`src/rtl/src_pkg.sv`:
```
// Shared sizing constants for the split register value cache.
package src_pkg;
    localparam int TAG_W      = 7;   // physical register number width (96 registers)
    localparam int DATA_W     = 32;  // register value width
    localparam int PC_W       = 32;  // instruction address width
    localparam int QDEPTH     = 12;  // short-lived queue slots
    localparam int SETS       = 4;   // long-lived array sets
    localparam int WAYS       = 4;   // long-lived array ways
    localparam int PIDX_W     = 6;   // lifetime table index width (64 entries)
    localparam int PC_SHIFT   = 2;   // PC bits dropped below the table index
endpackage

```
`src/rtl/src_life_table.sv`:
```
// Per-PC lifetime guess: one bit per entry, 1 means long-lived.
// Assumes the caller passes a pre-sliced PC index. Set beats clear on the
// same index in one cycle. Reset predicts short-lived everywhere.
module src_life_table #(
    parameter int IDX_W = 6
) (
    input  logic             clk,
    input  logic             rst_n,
    input  logic [IDX_W-1:0] look_idx,
    output logic             look_long,
    input  logic             set_en,
    input  logic [IDX_W-1:0] set_idx,
    input  logic             clr_en,
    input  logic [IDX_W-1:0] clr_idx
);
    localparam int ENTRIES = 1 << IDX_W;

    logic [ENTRIES-1:0] bits_q;

    // Combinational guess for the writeback in flight.
    assign look_long = bits_q[look_idx];

    // Training updates; the long mark is applied last so it wins a conflict.
    always_ff @(posedge clk) begin
        if (!rst_n) begin
            bits_q <= '0;
        end else begin
            if (clr_en) bits_q[clr_idx] <= 1'b0;
            if (set_en) bits_q[set_idx] <= 1'b1;
        end
    end
endmodule

```
`src/rtl/src_queue.sv`:
```
// Short-lived value queue: a shift register with the newest value at slot 0.
// Each push shifts every slot up by one; the top slot falls out. Slot number
// equals the count of later pushes. A push, or a bare invalidate, clears any
// older slot holding the same tag. Assumes at most one matching slot.
module src_queue #(
    parameter int DEPTH  = 12,
    parameter int TAG_W  = 7,
    parameter int DATA_W = 32,
    parameter int IDX_W  = 6
) (
    input  logic              clk,
    input  logic              rst_n,
    input  logic              push,
    input  logic              inval,
    input  logic [TAG_W-1:0]  wr_tag,
    input  logic [DATA_W-1:0] wr_data,
    input  logic [IDX_W-1:0]  wr_idx,
    input  logic [TAG_W-1:0]  rd_tag,
    output logic              hit,
    output logic [DATA_W-1:0] rd_data,
    output logic [IDX_W-1:0]  rd_idx,
    output logic              rd_aged,
    output logic [DEPTH-1:0]  rd_match
);
    localparam int POS_W = $clog2(DEPTH);
    localparam int HALF  = DEPTH / 2;

    logic [DEPTH-1:0]  vld_q;
    logic [TAG_W-1:0]  tag_q  [DEPTH];
    logic [DATA_W-1:0] dat_q  [DEPTH];
    logic [IDX_W-1:0]  pidx_q [DEPTH];
    logic [DEPTH-1:0]  wr_match;
    logic [POS_W-1:0]  rd_pos;

    // Parallel tag compare for the read and the write ports.
    always_comb begin
        for (int i = 0; i < DEPTH; i++) begin
            rd_match[i] = vld_q[i] && (tag_q[i] == rd_tag);
            wr_match[i] = vld_q[i] && (tag_q[i] == wr_tag);
        end
    end

    // Select the hitting slot and report whether it is in the older half.
    always_comb begin
        rd_pos = '0;
        for (int i = DEPTH - 1; i >= 0; i--) begin
            if (rd_match[i]) rd_pos = POS_W'(i);
        end
        hit     = |rd_match;
        rd_data = dat_q[rd_pos];
        rd_idx  = pidx_q[rd_pos];
        rd_aged = (32'(rd_pos) >= HALF);
    end

    // Shift on push, or drop the stale copy on a bare invalidate.
    always_ff @(posedge clk) begin
        if (!rst_n) begin
            vld_q <= '0;
        end else if (push) begin
            vld_q[0]  <= 1'b1;
            tag_q[0]  <= wr_tag;
            dat_q[0]  <= wr_data;
            pidx_q[0] <= wr_idx;
            for (int i = 1; i < DEPTH; i++) begin
                vld_q[i]  <= vld_q[i-1] && !wr_match[i-1];
                tag_q[i]  <= tag_q[i-1];
                dat_q[i]  <= dat_q[i-1];
                pidx_q[i] <= pidx_q[i-1];
            end
        end else if (inval) begin
            vld_q <= vld_q & ~wr_match;
        end
    end
endmodule

```
`src/rtl/src_assoc.sv`:
```
// Long-lived value array: SETS x WAYS, set chosen by the low tag bits.
// Replacement is LRU via per-way age ranks (0 = most recent). A read hit marks
// the way as used and refreshes it unless a write touches the same set that
// cycle. Replacing a never-read way reports its producer index for training.
module src_assoc #(
    parameter int SETS   = 4,
    parameter int WAYS   = 4,
    parameter int TAG_W  = 7,
    parameter int DATA_W = 32,
    parameter int IDX_W  = 6
) (
    input  logic              clk,
    input  logic              rst_n,
    input  logic              wr_en,
    input  logic              inval_en,
    input  logic [TAG_W-1:0]  wr_tag,
    input  logic [DATA_W-1:0] wr_data,
    input  logic [IDX_W-1:0]  wr_idx,
    input  logic              rd_en,
    input  logic [TAG_W-1:0]  rd_tag,
    output logic              hit,
    output logic [DATA_W-1:0] rd_data,
    output logic [WAYS-1:0]   rd_match,
    output logic              evict_en,
    output logic [IDX_W-1:0]  evict_idx
);
    localparam int SET_W = $clog2(SETS);
    localparam int WAY_W = $clog2(WAYS);

    logic [SETS-1:0][WAYS-1:0] vld_q, used_q;
    logic [TAG_W-1:0]  tag_q  [SETS][WAYS];
    logic [DATA_W-1:0] dat_q  [SETS][WAYS];
    logic [IDX_W-1:0]  pidx_q [SETS][WAYS];
    logic [WAY_W-1:0]  age_q  [SETS][WAYS];

    logic [SET_W-1:0] rset, wset;
    logic [WAYS-1:0]  wr_match;
    logic [WAY_W-1:0] rd_way, hit_way, free_way, lru_way, tgt_way;
    logic             whit, free_found;

    assign rset = rd_tag[SET_W-1:0];
    assign wset = wr_tag[SET_W-1:0];

    // Read-side compare and way select.
    always_comb begin
        rd_way = '0;
        for (int w = WAYS - 1; w >= 0; w--) begin
            rd_match[w] = vld_q[rset][w] && (tag_q[rset][w] == rd_tag);
            if (rd_match[w]) rd_way = WAY_W'(w);
        end
        hit     = |rd_match;
        rd_data = dat_q[rset][rd_way];
    end

    // Write-side way choice: existing copy, else lowest empty, else oldest.
    always_comb begin
        hit_way    = '0;
        free_way   = '0;
        lru_way    = '0;
        free_found = 1'b0;
        for (int w = WAYS - 1; w >= 0; w--) begin
            wr_match[w] = vld_q[wset][w] && (tag_q[wset][w] == wr_tag);
            if (wr_match[w]) hit_way = WAY_W'(w);
            if (!vld_q[wset][w]) begin
                free_way   = WAY_W'(w);
                free_found = 1'b1;
            end
            if (age_q[wset][w] == WAY_W'(WAYS - 1)) lru_way = WAY_W'(w);
        end
        whit      = |wr_match;
        tgt_way   = whit ? hit_way : (free_found ? free_way : lru_way);
        evict_en  = wr_en && !whit && !free_found && !used_q[wset][lru_way];
        evict_idx = pidx_q[wset][lru_way];
    end

    // Storage, use marks and LRU ranks; the write is applied after the read touch.
    always_ff @(posedge clk) begin
        if (!rst_n) begin
            vld_q  <= '0;
            used_q <= '0;
            for (int s = 0; s < SETS; s++)
                for (int w = 0; w < WAYS; w++)
                    age_q[s][w] <= WAY_W'(w);
        end else begin
            if (rd_en && hit) begin
                used_q[rset][rd_way] <= 1'b1;
                if (!(wr_en && wset == rset)) begin
                    for (int w = 0; w < WAYS; w++) begin
                        if (WAY_W'(w) == rd_way)
                            age_q[rset][w] <= '0;
                        else if (age_q[rset][w] < age_q[rset][rd_way])
                            age_q[rset][w] <= age_q[rset][w] + 1'b1;
                    end
                end
            end
            if (wr_en) begin
                vld_q[wset][tgt_way]  <= 1'b1;
                used_q[wset][tgt_way] <= 1'b0;
                tag_q[wset][tgt_way]  <= wr_tag;
                dat_q[wset][tgt_way]  <= wr_data;
                pidx_q[wset][tgt_way] <= wr_idx;
                for (int w = 0; w < WAYS; w++) begin
                    if (WAY_W'(w) == tgt_way)
                        age_q[wset][w] <= '0;
                    else if (age_q[wset][w] < age_q[wset][tgt_way])
                        age_q[wset][w] <= age_q[wset][w] + 1'b1;
                end
            end else if (inval_en && whit) begin
                vld_q[wset][hit_way] <= 1'b0;
            end
        end
    end
endmodule

```
`src/rtl/split_reg_cache.sv`:
```
// Top of the split register value cache. Steers each writeback by the
// per-PC lifetime guess, searches both parts on a read, and trains the guess.
// Assumes one writeback and one read per cycle, and that fill_data is valid
// for rd_tag in the read cycle. Misses are not installed.
module split_reg_cache
    import src_pkg::*;
(
    input  logic              clk,
    input  logic              rst_n,
    input  logic              wb_valid,
    input  logic [TAG_W-1:0]  wb_tag,
    input  logic [DATA_W-1:0] wb_data,
    input  logic [PC_W-1:0]   wb_pc,
    input  logic              rd_valid,
    input  logic [TAG_W-1:0]  rd_tag,
    input  logic [DATA_W-1:0] fill_data,
    output logic              rd_hit,
    output logic              rd_miss,
    output logic [DATA_W-1:0] rd_data
);
    logic [PIDX_W-1:0] wb_idx;
    logic              pred_long;
    logic              q_hit, q_aged, a_hit, a_evict;
    logic [DATA_W-1:0] q_data, a_data;
    logic [PIDX_W-1:0] q_idx, a_evict_idx;
    logic [QDEPTH-1:0] q_match;
    logic [WAYS-1:0]   a_match;

    assign wb_idx = wb_pc[PC_SHIFT +: PIDX_W];

    src_life_table #(.IDX_W(PIDX_W)) u_life (
        .clk(clk), .rst_n(rst_n),
        .look_idx(wb_idx), .look_long(pred_long),
        .set_en(rd_valid && q_hit && q_aged), .set_idx(q_idx),
        .clr_en(a_evict), .clr_idx(a_evict_idx)
    );

    src_queue #(.DEPTH(QDEPTH), .TAG_W(TAG_W), .DATA_W(DATA_W), .IDX_W(PIDX_W)) u_queue (
        .clk(clk), .rst_n(rst_n),
        .push(wb_valid && !pred_long), .inval(wb_valid && pred_long),
        .wr_tag(wb_tag), .wr_data(wb_data), .wr_idx(wb_idx),
        .rd_tag(rd_tag), .hit(q_hit), .rd_data(q_data), .rd_idx(q_idx),
        .rd_aged(q_aged), .rd_match(q_match)
    );

    src_assoc #(.SETS(SETS), .WAYS(WAYS), .TAG_W(TAG_W), .DATA_W(DATA_W), .IDX_W(PIDX_W)) u_assoc (
        .clk(clk), .rst_n(rst_n),
        .wr_en(wb_valid && pred_long), .inval_en(wb_valid && !pred_long),
        .wr_tag(wb_tag), .wr_data(wb_data), .wr_idx(wb_idx),
        .rd_en(rd_valid), .rd_tag(rd_tag), .hit(a_hit), .rd_data(a_data),
        .rd_match(a_match), .evict_en(a_evict), .evict_idx(a_evict_idx)
    );

    // Merge the two lookups; a miss passes the backing value through.
    always_comb begin
        rd_hit  = rd_valid && (q_hit || a_hit);
        rd_miss = rd_valid && !(q_hit || a_hit);
        if (q_hit)      rd_data = q_data;
        else if (a_hit) rd_data = a_data;
        else            rd_data = fill_data;
    end
endmodule

```
`config.mk`:
```
export PLATFORM = sky130hd
export DESIGN_NAME = split_reg_cache
export DESIGN_NICKNAME = d
export VERILOG_FILES = /design/src/rtl/src_pkg.sv /design/src/rtl/src_life_table.sv /design/src/rtl/src_queue.sv /design/src/rtl/src_assoc.sv /design/src/rtl/split_reg_cache.sv
export SDC_FILE = /design/constraint.sdc
export NUM_CORES = 2
export LEC_CHECK = 0
export BUFFER_PORTS_ARGS = -buffer_cell sky130_fd_sc_hd__buf_2
export CAP_MARGIN = 20
export CORE_ASPECT_RATIO = 0.7
export CORE_MARGIN = 1
export CORE_UTILIZATION = 45
export DETAILED_ROUTE_END_ITERATION = 12
export PLACE_DENSITY_LB_ADDON = 0.08
export SYNTH_ARGS = -nofsm -noshare
export SYNTH_HDL_FRONTEND = slang
export SYNTH_SLANG_ARGS = --single-unit
```
`constraint.sdc`:
```
create_clock -name clk -period 18.4 [get_ports clk]
set_input_delay 0.92 -clock clk [delete_from_list [all_inputs] [get_ports clk]]
set_output_delay 0.92 -clock clk [all_outputs]
set_load 0.02 [all_outputs]
```
==> flow_summary_export.csv <==
group,metric,value,unit
synthesis,compound_gate_portion_of_the_synthesized_area,8.43,%
synthesis,ys_types,98,
clocking,cts_setup_buffers,0,
synthesis,post_synth_fa_ha_maj_area_fraction,0.252,%
clocking,clockBufferDepth,3,
pwr,worst_ir_drop_vdd,78.5,uV
critical_path,crit_path_start,"wb_pc[2]",
critical_path,critical_path.reg2reg.endpoint,"u_queue.dat_q[3][8]",
die,design.die.area,134000,um2
critical_path,start_kind,"input pin",
pwr,p_per_area,101,nW/um2
synthesis,synth_common_cells,"sky130_fd_sc_hd__edfxtp_1, sky130_fd_sc_hd__nand2_1, sky130_fd_sc_hd__mux4_2",
drt,post_drt_via_cell_ratio,6.03,
finish,syn2layout_area_growth,11.3,%
global_route,largest_net_degree_at_the_start_of_global_routing,143,
critical_path,critical_path.endpoint_type,"flop",
die,fp-row-count,111,
synthesis,register_bit_count_reported_by_yosys,1400,
critical_path,cpMaxStageDelayCell,"sky130_fd_sc_hd__buf_4",
place,dp_hpwl,92900,um
timing,fin_tns_setup,0,ns
die,placeableCoreArea,131000,um2
global_route,groute.usage.overall,24.0,%
synthesis,synth_top_cells_by_area,"sky130_fd_sc_hd__edfxtp_1, sky130_fd_sc_hd__mux4_2, sky130_fd_sc_hd__dfxtp_1",
global_route,grt_first_pass_wirelength,235000,um
die,die_y,306,um
timing,finalHoldViolations,0,
hold_path,worstHoldPathType,"reg -> reg",
synthesis,netlist_area,59600,um2
pwr,power.switching,1.52,mW
critical_path,crit_path_end,"u_queue.dat_q[3][8]",
synthesis,post_synthesis_share_of_cell_area_spent_on_and_or_nand_and_nor_gates,7.43,%
pwr,power.switching_fraction,22.8,%
synthesis,async_reset_ff_share,0,%
finish,postLayoutCellArea,66300,um2
critical_path,setup.reg_to_reg.worst_slack,11.64,ns
run_status,outcome,"finished, violations left",
timing,worst_pin_slew,1.11,ns
synthesis,syn_area_per_cell,15.7,um2
synthesis,synth-xor-area-share,3.39,%
place,placedCellCount,5501,
finish,num-nets-final,4021,
die,floorplan.initialDensity,45.5,%
drt,drt_drc_violations_left,16,
synthesis,synth.area.mux_share,9.82,%
place,standard_cell_area_after_detailed_placement,62000,um2
clocking,clkSinkCount,1400,
global_route,grt_antenna_before_repair,15,
run_status,failed_checks,"DRC",
critical_path,crit_required,18.78,ns
clocking,tritoncts.num_buffers,141,
pwr,power_frac_clock,41.0,%
timing,clock_skew,0.0337,ns
finish,final-instance-count-excl-fill,5764,
clocking,library_cell_used_as_clock_root_buffer,"sky130_fd_sc_hd__clkbuf_16",
drt,drt_first_iter_violations,3904,
timing,min_tclk_post_route,7.43,ns
global_route,grt_remaining_overflow,0,
timing,clock.fmax,135,MHz
timing,final_worst_path_cycle_share,40.4,%
critical_path,crit_arrival,7.81,ns
drt,dr_total_vias,34800,
drt,firstDrtPassIters,11,
critical_path,crit_path_max_fanout,83,
critical_path,cp_cell_sequence,"buf_2 -> mux4_2 -> mux4_2 -> mux2i_1 -> nand2_1 -> o21ai_0 -> buf_4 -> and3_4 -> buf_4 -> buf_4 -> buf_4 -> buf_4",
die,chip_width,437,um
pwr,power.internal,5.15,mW
clocking,cts_tree,"done",
synthesis,syn-instance-count,3794,
finish,filler_cell_count,11000,
synthesis,post_synth_edffs,1292,
timing,slew_violations,0,
timing,maxSlewHeadroom,26.3,%
global_route,first_global_vias,33300,
synthesis,synth_top_area_share,65.1,%
critical_path,crit_top_cell,"sky130_fd_sc_hd__buf_4",
timing,grt_setup_unrepaired,"no",
synthesis,yosys_warnings,0,
synthesis,synth.net_count,3920,
critical_path,regToRegStartpoint,"u_life.bits_q[61]",
die,num_io_pins,148,
clocking,postCtsHoldBufs,0,
clocking,h-tree-depth,4,
critical_path,critical_path.max_stage_delay,0.90,ns
timing,setup-violations-final,0,
finish,final_core_util,50.6,%
critical_path,reg2reg_path_depth,11,
clocking,post_cts_resize_count,0,
synthesis,synth.yosys.seq_area_share,68.7,%
synthesis,main_combinational_cell_family_by_area_after_synthesis,"multiplexers",
clocking,clk_transition_reported_paths,0.06,ns
pwr,seq_power_share,53.2,%
drt,detail-route-antenna-nets,0,
critical_path,criticalPathCategory,"in -> reg",
place,place_congestion,0.852,
drt,route.detailed.wl_per_inst,27.9,um
run,drv.max_cap_violation_count,0,
synthesis,synth_largest_area_cell,"sky130_fd_sc_hd__edfxtp_1",
pwr,combPwrFrac,5.8,%
drt,drt-total-wl,161000,um
clocking,clock_insertion_delay_worst_skew,0.79,ns
synthesis,top_count_cell_post_synth,"sky130_fd_sc_hd__edfxtp_1",
place,port_buffers,121,
finish,layout_cell_share_with_drive_strength_beyond_1,18.0,%
synthesis,predominant_post_synthesis_flop_cell,"sky130_fd_sc_hd__edfxtp_1",
pwr,leakagePower,21.3,nW
-- critical path, delay by kind of cell --
family,cells,cell delay [ns]
AOI/OAI and AO/OA,1,0.12
muxes,3,1.48
and+or+nand+nor,2,0.82
buffers and inverters,6,4.23
-- worst min path at each step --
stage,from,end,depth (start not counted)
6_report,u_queue.pidx_q[3][4],u_queue.pidx_q[4][4],0
3_5_place_dp,u_queue.pidx_q[0][4],u_queue.pidx_q[1][4],0
4_1_cts,u_queue.pidx_q[3][4],u_queue.pidx_q[4][4],0
3_3_place_gp,u_queue.pidx_q[3][4],u_queue.pidx_q[4][4],0
2_1_floorplan,u_queue.pidx_q[0][4],u_queue.pidx_q[1][4],0
5_1_grt,u_queue.pidx_q[0][4],u_queue.pidx_q[1][4],0
-- per-layer routing --
metal | wire, um | track usage, % | vias up
li1 | - | - | 15300
met1 | 78000 | 38.2 | 18000
met2 | 66500 | 32.7 | 1283
met3 | 13200 | 5.71 | 198
met4 | 3110 | 5.73 | 2
met5 | 13 | 0 | -
-- layout make-up --
cell class	count	area [um2]	area share (%)
Antenna cell	6	15.0	0.0226
Timing Repair Buffer	194	1230	1.85
Clock buffer	187	3790	5.71
Sequential cell	1400	41000	61.7
Clock inverter	68	482	0.726
Tap cell	1751	2190	3.30
Inverter	20	75.1	0.113
Multi-Input combinational cell	2138	17600	26.5
-- kinds of logic (layout without fill, tap and decap cells) --
kind of cell	Yosys count	count (layout)
multiplexers	297	297
adder cells (fa/ha/maj)	12	12
AO/OA/AOI/OAI	702	702
other	0	6
flip-flops	1400	1400
AND/OR/NAND/NOR	896	896
XOR/XNOR	231	231
buffers and inverters	256	469
-- placed cells by master (no fill, tap or decap), types with 35 or more instances in the layout --
| master | netlist | final |
|---|---|---|
| sky130_fd_sc_hd__edfxtp_1 | 1292 | 1292 |
| sky130_fd_sc_hd__nand2_1 | 376 | 376 |
| sky130_fd_sc_hd__mux4_2 | 229 | 229 |
| sky130_fd_sc_hd__xnor2_1 | 146 | 146 |
| sky130_fd_sc_hd__clkbuf_16 | 0 | 143 |
| sky130_fd_sc_hd__nor2_1 | 119 | 119 |
| sky130_fd_sc_hd__buf_2 | 48 | 116 |
| sky130_fd_sc_hd__a211oi_1 | 112 | 112 |
| sky130_fd_sc_hd__dfxtp_1 | 108 | 108 |
| sky130_fd_sc_hd__o21ai_0 | 93 | 93 |
| sky130_fd_sc_hd__xor2_1 | 85 | 85 |
| sky130_fd_sc_hd__and2_1 | 82 | 78 |
| sky130_fd_sc_hd__o211ai_1 | 72 | 72 |
| sky130_fd_sc_hd__buf_4 | 16 | 70 |
| sky130_fd_sc_hd__a21oi_1 | 67 | 66 |
| sky130_fd_sc_hd__o22ai_1 | 66 | 66 |
| sky130_fd_sc_hd__nand3_1 | 57 | 57 |
| sky130_fd_sc_hd__mux2i_1 | 55 | 55 |
| sky130_fd_sc_hd__nand4_1 | 54 | 54 |
| sky130_fd_sc_hd__a31oi_1 | 51 | 51 |
| sky130_fd_sc_hd__clkbuf_1 | 146 | 37 |
| sky130_fd_sc_hd__clkinv_1 | 0 | 35 |
-- per-stage QoR --
| stage | setup WS (ns) | total power, mW | hold WS [ns] |
|---|---|---|---|
| 4_1_cts | 10.89 | 6.73 | 0.418 |
| 6_report | 10.97 | 6.67 | 0.417 |
| 3_3_place_gp | 10.03 | 4.00 | 0.402 |
| 5_1_grt | 10.50 | 6.88 | 0.422 |
| 2_1_floorplan | 1.74 | 3.88 | 0.400 |
| 3_5_place_dp | 10.07 | 4.00 | 0.405 |
-- power by group through the flow --
stage / Sequential, mW / Clock [mW] / Combinational (mW)
3_3_place_gp: 3.62 / 0 / 0.385
6_report: 3.55 / 2.73 / 0.387
5_1_grt: 3.55 / 2.91 / 0.416
4_1_cts: 3.55 / 2.79 / 0.388
2_1_floorplan: 3.64 / 0 / 0.246
3_5_place_dp: 3.62 / 0 / 0.387
-- sequential cells by signal, indices dropped and copies added, names as in the netlist --
name            count
u_assoc.age_q      32
u_queue.tag_q      84
u_assoc.dat_q     512
u_queue.pidx_q     72
u_life.bits_q      64
u_assoc.vld_q      16
u_assoc.used_q     16
u_queue.dat_q     384
u_queue.vld_q      12
u_assoc.pidx_q     96
u_assoc.tag_q     112
Note: power is estimated with default switching activity, not from simulation.
